$ cat src/rtl/rsm_pkg.sv
package rsm_pkg;
    localparam int N_ENT    = 32;
    localparam int RID_W    = 16;
    localparam int SID_W    = 16;
    localparam int ADDR_W   = 12;
    localparam int DATA_W   = 32;
    localparam int IDX_W    = $clog2(N_ENT);
    localparam int EN_BIT   = 31;
    localparam logic [ADDR_W-1:0] TBL_BASE = 12'h800;
    localparam logic [ADDR_W-1:0] TBL_SPAN = ADDR_W'(N_ENT * 8);

    typedef struct packed {
        logic             en;
        logic [RID_W-1:0] rid;
        logic [RID_W-1:0] mask;
        logic [SID_W-1:0] sid;
    } entry_t;

    typedef struct packed {
        logic             ok;
        logic             lower;
        logic [IDX_W-1:0] idx;
    } dec_t;

    function automatic dec_t decode(input logic [ADDR_W-1:0] addr);
        dec_t                  r;
        logic [ADDR_W-1:0]     off;
        off     = addr - TBL_BASE;
        r.ok    = (addr >= TBL_BASE) && (off < TBL_SPAN) && (addr[1:0] == 2'b00);
        r.lower = off[2];
        r.idx   = off[IDX_W+2:3];
        return r;
    endfunction
endpackage

$ cat src/rtl/rsm_regbank.sv
module rsm_regbank
    import rsm_pkg::*;
(
    input  logic                       clk,
    input  logic                       rst_n,
    input  logic                       wr_en,
    input  logic [ADDR_W-1:0]          wr_addr,
    input  logic [DATA_W-1:0]          wr_data,
    input  logic [ADDR_W-1:0]          rd_addr,
    output logic [DATA_W-1:0]          rd_data,
    output entry_t [N_ENT-1:0]         ents
);
    entry_t [N_ENT-1:0] tbl_d, tbl_q;
    dec_t               wdec, rdec;
    entry_t             rsel;

    always_comb begin
        tbl_d = tbl_q;
        wdec  = decode(wr_addr);
        if (wr_en && wdec.ok) begin
            if (wdec.lower) begin
                tbl_d[wdec.idx].en  = wr_data[EN_BIT];
                tbl_d[wdec.idx].sid = wr_data[SID_W-1:0];
            end else begin
                tbl_d[wdec.idx].rid  = wr_data[DATA_W-1:DATA_W-RID_W];
                tbl_d[wdec.idx].mask = wr_data[RID_W-1:0];
            end
        end
    end

    always_ff @(posedge clk or negedge rst_n) begin
        if (!rst_n) tbl_q <= '0;
        else        tbl_q <= tbl_d;
    end

    always_comb begin
        rdec    = decode(rd_addr);
        rsel    = tbl_q[rdec.idx];
        rd_data = '0;
        if (rdec.ok) begin
            if (rdec.lower) begin
                rd_data[EN_BIT]      = rsel.en;
                rd_data[SID_W-1:0]   = rsel.sid;
            end else begin
                rd_data = {rsel.rid, rsel.mask};
            end
        end
    end

    assign ents = tbl_q;
endmodule

$ cat src/rtl/rsm_match.sv
module rsm_match
    import rsm_pkg::*;
(
    input  entry_t [N_ENT-1:0] ents,
    input  logic [RID_W-1:0]   rid,
    output logic               any,
    output logic [SID_W-1:0]   sid
);
    logic [N_ENT-1:0] hitv;

    for (genvar i = 0; i < N_ENT; i++) begin : g_cmp
        assign hitv[i] = ents[i].en &&
                         (((rid ^ ents[i].rid) & ~ents[i].mask) == '0);
    end

    always_comb begin
        any = 1'b0;
        sid = '0;
        for (int i = N_ENT - 1; i >= 0; i--) begin
            if (hitv[i]) begin
                any = 1'b1;
                sid = ents[i].sid;
            end
        end
    end
endmodule

$ cat src/rtl/rid_sid_map.sv
module rid_sid_map
    import rsm_pkg::*;
(
    input  logic              clk,
    input  logic              rst_n,
    input  logic              wr_en,
    input  logic [11:0]       wr_addr,
    input  logic [31:0]       wr_data,
    input  logic [11:0]       rd_addr,
    output logic [31:0]       rd_data,
    input  logic              lk_valid,
    input  logic [15:0]       lk_rid,
    output logic              rsp_valid,
    output logic              rsp_hit,
    output logic [15:0]       rsp_sid
);
    typedef struct packed {
        logic             valid;
        logic             hit;
        logic [SID_W-1:0] sid;
    } rsp_t;

    entry_t [N_ENT-1:0] ents;
    logic               m_any;
    logic [SID_W-1:0]   m_sid;
    rsp_t               rsp_d, rsp_q;

    rsm_regbank u_bank (
        .clk     (clk),
        .rst_n   (rst_n),
        .wr_en   (wr_en),
        .wr_addr (wr_addr),
        .wr_data (wr_data),
        .rd_addr (rd_addr),
        .rd_data (rd_data),
        .ents    (ents)
    );

    rsm_match u_match (
        .ents (ents),
        .rid  (lk_rid),
        .any  (m_any),
        .sid  (m_sid)
    );

    always_comb begin
        rsp_d       = '0;
        rsp_d.valid = lk_valid;
        if (lk_valid && m_any) begin
            rsp_d.hit = 1'b1;
            rsp_d.sid = m_sid;
        end
    end

    always_ff @(posedge clk or negedge rst_n) begin
        if (!rst_n) rsp_q <= '0;
        else        rsp_q <= rsp_d;
    end

    assign rsp_valid = rsp_q.valid;
    assign rsp_hit   = rsp_q.hit;
    assign rsp_sid   = rsp_q.sid;
endmodule

$ cat config.mk
export PLATFORM = sky130hd
export DESIGN_NAME = rid_sid_map
export DESIGN_NICKNAME = d
export VERILOG_FILES = /design/src/rtl/rsm_pkg.sv /design/src/rtl/rsm_regbank.sv /design/src/rtl/rsm_match.sv /design/src/rtl/rid_sid_map.sv
export SDC_FILE = /design/constraint.sdc
export NUM_CORES = 2
export LEC_CHECK = 0
export BUFFER_PORTS_ARGS = -buffer_cell sky130_fd_sc_hd__buf_4
export CORE_AREA = 4 4 447 449
export CTS_BUF_LIST = sky130_fd_sc_hd__clkbuf_4 sky130_fd_sc_hd__clkbuf_8
export DETAILED_ROUTE_END_ITERATION = 12
export DIE_AREA = 0 0 451 453
export GPL_ROUTABILITY_DRIVEN = 0
export GPL_TIMING_DRIVEN = 0
export PLACE_DENSITY_LB_ADDON = 0.12
export SLEW_MARGIN = 20
export SYNTH_ARGS = -nofsm -noshare
export SYNTH_HDL_FRONTEND = slang
export SYNTH_HIERARCHICAL = 1
export SYNTH_SLANG_ARGS = --single-unit
$ cat constraint.sdc
create_clock -name clk -period 3.7 [get_ports clk]
set_input_delay 0.74 -clock clk [delete_from_list [all_inputs] [get_ports clk]]
set_output_delay 0.74 -clock clk [all_outputs]
set_load 0.02 [all_outputs]
==> flow_metrics.env <==
export IMPL_worst_hold_slack_ns=0.3061
export IMPL_final_nets=7193
export IMPL_fin_cells=9983
export IMPL_cts_clk_slew_worst_paths_ns=0.06
export IMPL_yosysUniqueCellTypes=94
export IMPL_power_density_nw_per_um2=383.7
export IMPL_worstSetupEndpointType="register"
export IMPL_hpwl_mm=327.8
export IMPL_die_area_um2=204300
export IMPL_grt_pass1_vias=65470
export IMPL_rows=163
export IMPL_drv_cap=0
export IMPL_relSlewSlack=0.1029
export IMPL_cts_sinks=1586
export IMPL_gr_total_overflow=0
export IMPL_ioPinCount=126
export IMPL_port_buffers=86
export IMPL_max_vdd_ir_drop_v=0.0004544
export IMPL_crit_fanout=10
export IMPL_cts_tree="yes"
export IMPL_post_place_ws_ns=-2.339
export IMPL_vias=67330
export IMPL_fin_setup_tns_ns=-7.121
export IMPL_detail_route_wl_per_cell_um=42.95
export IMPL_async_flop_share=1.000
export IMPL_coreArea_um2=196200
export IMPL_critPathRequiredTime_ns=4.71
export IMPL_ys_ff_latch=1586
export IMPL_worst_slack_ns=-0.3256
export IMPL_outcome="finished with violations"
export IMPL_max_freq_mhz=248.4
export IMPL_via_per_inst=6.744
export IMPL_critPathLaunchType="primary input"
export IMPL_period_share=1.088
export IMPL_rsz0062_at_grt="yes"
export IMPL_grt_first_pass_wirelength_mm=567.9
export IMPL_cts_root_buffer="clkbuf_8"
export IMPL_die_w_um=451
export IMPL_setup_viol=49
export IMPL_syn_avg_cell_area_um2=13.24
export IMPL_drcViolationCount=0
export IMPL_drive_gt1_frac=0.5052
export IMPL_grt_antenna_before_repair=33
export IMPL_clk_latency_ns=1.13
export IMPL_wirelength_mm=428.8
export IMPL_crit_chain="buf_4 > buf_6 > buf_6 > buf_6 > xnor2_1 > o22ai_1 > nor4_2 > o2111ai_4 > mux2_2 > o211a_1 > nor4_4 > o211ai_1 > nand3_1 > and3_1"
export IMPL_ys_seq_area_frac=0.4622
export IMPL_path_common_cell="buf_6"
export IMPL_leakage_nw=47.69
export IMPL_synthTopCellsByArea="dfrtp_1, mux2_2, mux4_2"
export IMPL_hold_viol_final=0
export IMPL_start_util=0.4377
export IMPL_grt_max_degree=145
export IMPL_min_period_ns=4.026
export IMPL_netlist_area_um2=85870
export IMPL_yosys_warnings=6
export IMPL_worst_slew_pin_slew_ns=1.346
export IMPL_nFillCells=17060
export IMPL_skew_ns=0.05688
export IMPL_critPathKind="primary input to register"
export IMPL_crit_slowest_cell="nor4_2"
export IMPL_synth_edf_count=0
export IMPL_ys_flop_type="dfrtp_1"
export IMPL_yosys_area_top_type="dfrtp_1"
export IMPL_synth_cells=6487
export IMPL_grt_usage=0.4107
export IMPL_hp_class="primary input to register"
export IMPL_slowest_delay_ns=0.46
export IMPL_cts_htree_levels=5
export IMPL_first_pass_iters=6
export IMPL_r2r_setup_slack_ns=-0.20
export IMPL_arrival_ns=5.03
export IMPL_clockBufferDepth=4
export IMPL_syn_nets=6563
export IMPL_ant_nets=0
export IMPL_violations="setup timing"
export IMPL_synthToLayoutAreaGrowth_pct=21.45
export IMPL_yosys_area_top_type_share=0.4622
export IMPL_fp_dieH_um=453
export IMPL_cts_buffers=305
export IMPL_first_iter_violations=9417
export IMPL_placed_cells=9239
export IMPL_drv_slew=0
==> per-layer routing <==
metal,vias up,routed length [um],share of wire,GRT usage
met4,6,39480,0.092,0.2947
met1,35100,153000,0.36,0.5036
met5,-,41,0.000096,0
met2,5221,174100,0.41,0.5695
met3,1396,62230,0.15,0.1878
li1,25610,-,-,-
==> sequential cells by signal, indices dropped and copies added, names as in the netlist <==
register / flops
rsp_sid: 16
rsp_valid: 1
u_bank/ents: 1568
rsp_hit: 1
==> cells in the final DEF, fill, tap and decap left out, types with 119 or more instances in the layout <==
master	count
clkbuf_8	392
mux2_2	1431
nor2_1	155
xnor2_1	387
mux2i_1	202
nand2_1	137
buf_2	119
buf_4	288
clkbuf_4	133
mux4_2	339
dfrtp_1	1554
clkbuf_1	149
o22ai_1	218
==> cells by family (layout without fill, tap and decap cells) <==
kind of cell | Yosys count | after routing | synth area share
and+or+nand+nor | 740 | 740 | 0.04935
xor gates and xnor gates | 512 | 512 | 0.05240
other | 0 | 33 | 0
buffers and inverters | 661 | 1484 | 0.04288
DFF | 1586 | 1586 | 0.4622
AOI/OAI and AO/OA | 840 | 840 | 0.06703
muxes | 2148 | 2148 | 0.3261
==> synth_stat cells (9+ instances only) <==
cell type	instances
and3_1	43
o311ai_0	12
nand2_1	141
nor4_1	26
a21o_1	16
o31ai_1	12
nor2_8	11
a221oi_1	94
o221ai_1	17
dfrtp_1	1586
nor3_1	80
buf_2	150
o31a_1	10
xnor2_1	510
nor2_2	14
o21ai_0	161
mux2_1	58
a21oi_1	35
o211ai_1	17
nand3_1	48
mux4_2	339
a211oi_1	54
buf_6	70
nand4b_1	15
mux2i_1	240
nor4_2	10
o21a_1	16
nor2_1	183
nor2b_1	20
o22a_1	11
o22ai_1	272
a31oi_1	27
mux2_2	1431
nor4b_1	13
clkbuf_1	267
mux2_4	80
inv_1	54
and4_1	17
or3_1	9
buf_1	24
o2111ai_1	31
nand4_1	24
nand2_2	15
buf_4	82
==> stage by stage <==
step	total power, mW	area, um2	utilization
6_report	40.02	104300	0.5315
5_1_grt	40.80	104200	0.5312
4_1_cts	39.72	102300	0.5213
3_5_place_dp	21.20	90580	0.4617
3_3_place_gp	21.12	89820	0.4578
2_1_floorplan	19.18	85870	-
==> repair_timing <==
action / in CTS / in global routing
endpoints found under the setup margin: 49 / 176
setup buffers: 126 / 62
pin swaps: 78 / 71
gates resized for setup: 909 / 269
endpoints found under the hold margin: 147 / 0
cloned: 8 / 2
hold buffers: 22 / 0
==> critical path, delay by kind of cell <==
kind	cells	cell delay [ns]
AOI/OAI and AO/OA	4	1.08
and+or+nand+nor	4	1.35
xor gates and xnor gates	1	0.31
muxes	1	0.41
buffers and inverters	4	1.06
==> path summary, 6_finish.rpt <==
| path | from | end | cells past startpoint |
|---|---|---|---|
| max in group asynchronous | rst_n | u_bank/ents[338] | 9 |
| min | wr_data[5] | u_bank/ents[54] | 2 |
| max reg2reg | u_bank/ents[1012] | rsp_sid[4] | 13 |
| min reg2reg | u_bank/ents[1545] | u_bank/ents[1545] | 1 |
| min in group asynchronous | rst_n | u_bank/ents[1335] | 5 |
| max | lk_rid[0] | rsp_sid[12] | 14 |
==> report_power, final <==
| part | switching [mW] | total [mW] | internal (mW) |
|---|---|---|---|
| sequential | 0.0839 | 17.5 | 17.4 |
| combinational | 2.96 | 4.18 | 1.21 |
| clock | 8.02 | 18.3 | 10.3 |
==> final cells by class <==
cell class,count,area (um2),area share
diodes,33,82.58,0.0007918
plain buffers,600,4705,0.04511
clock buffers,480,5949,0.05705
clock inverters,20,191.4,0.001836
inverters,54,202.7,0.001944
multi-input cells,4240,46480,0.4457
flip-flops and latches,1586,39730,0.3809
well taps,2640,3303,0.03167
repair buffers,330,3643,0.03494
(Power assumes the default switching activity.)
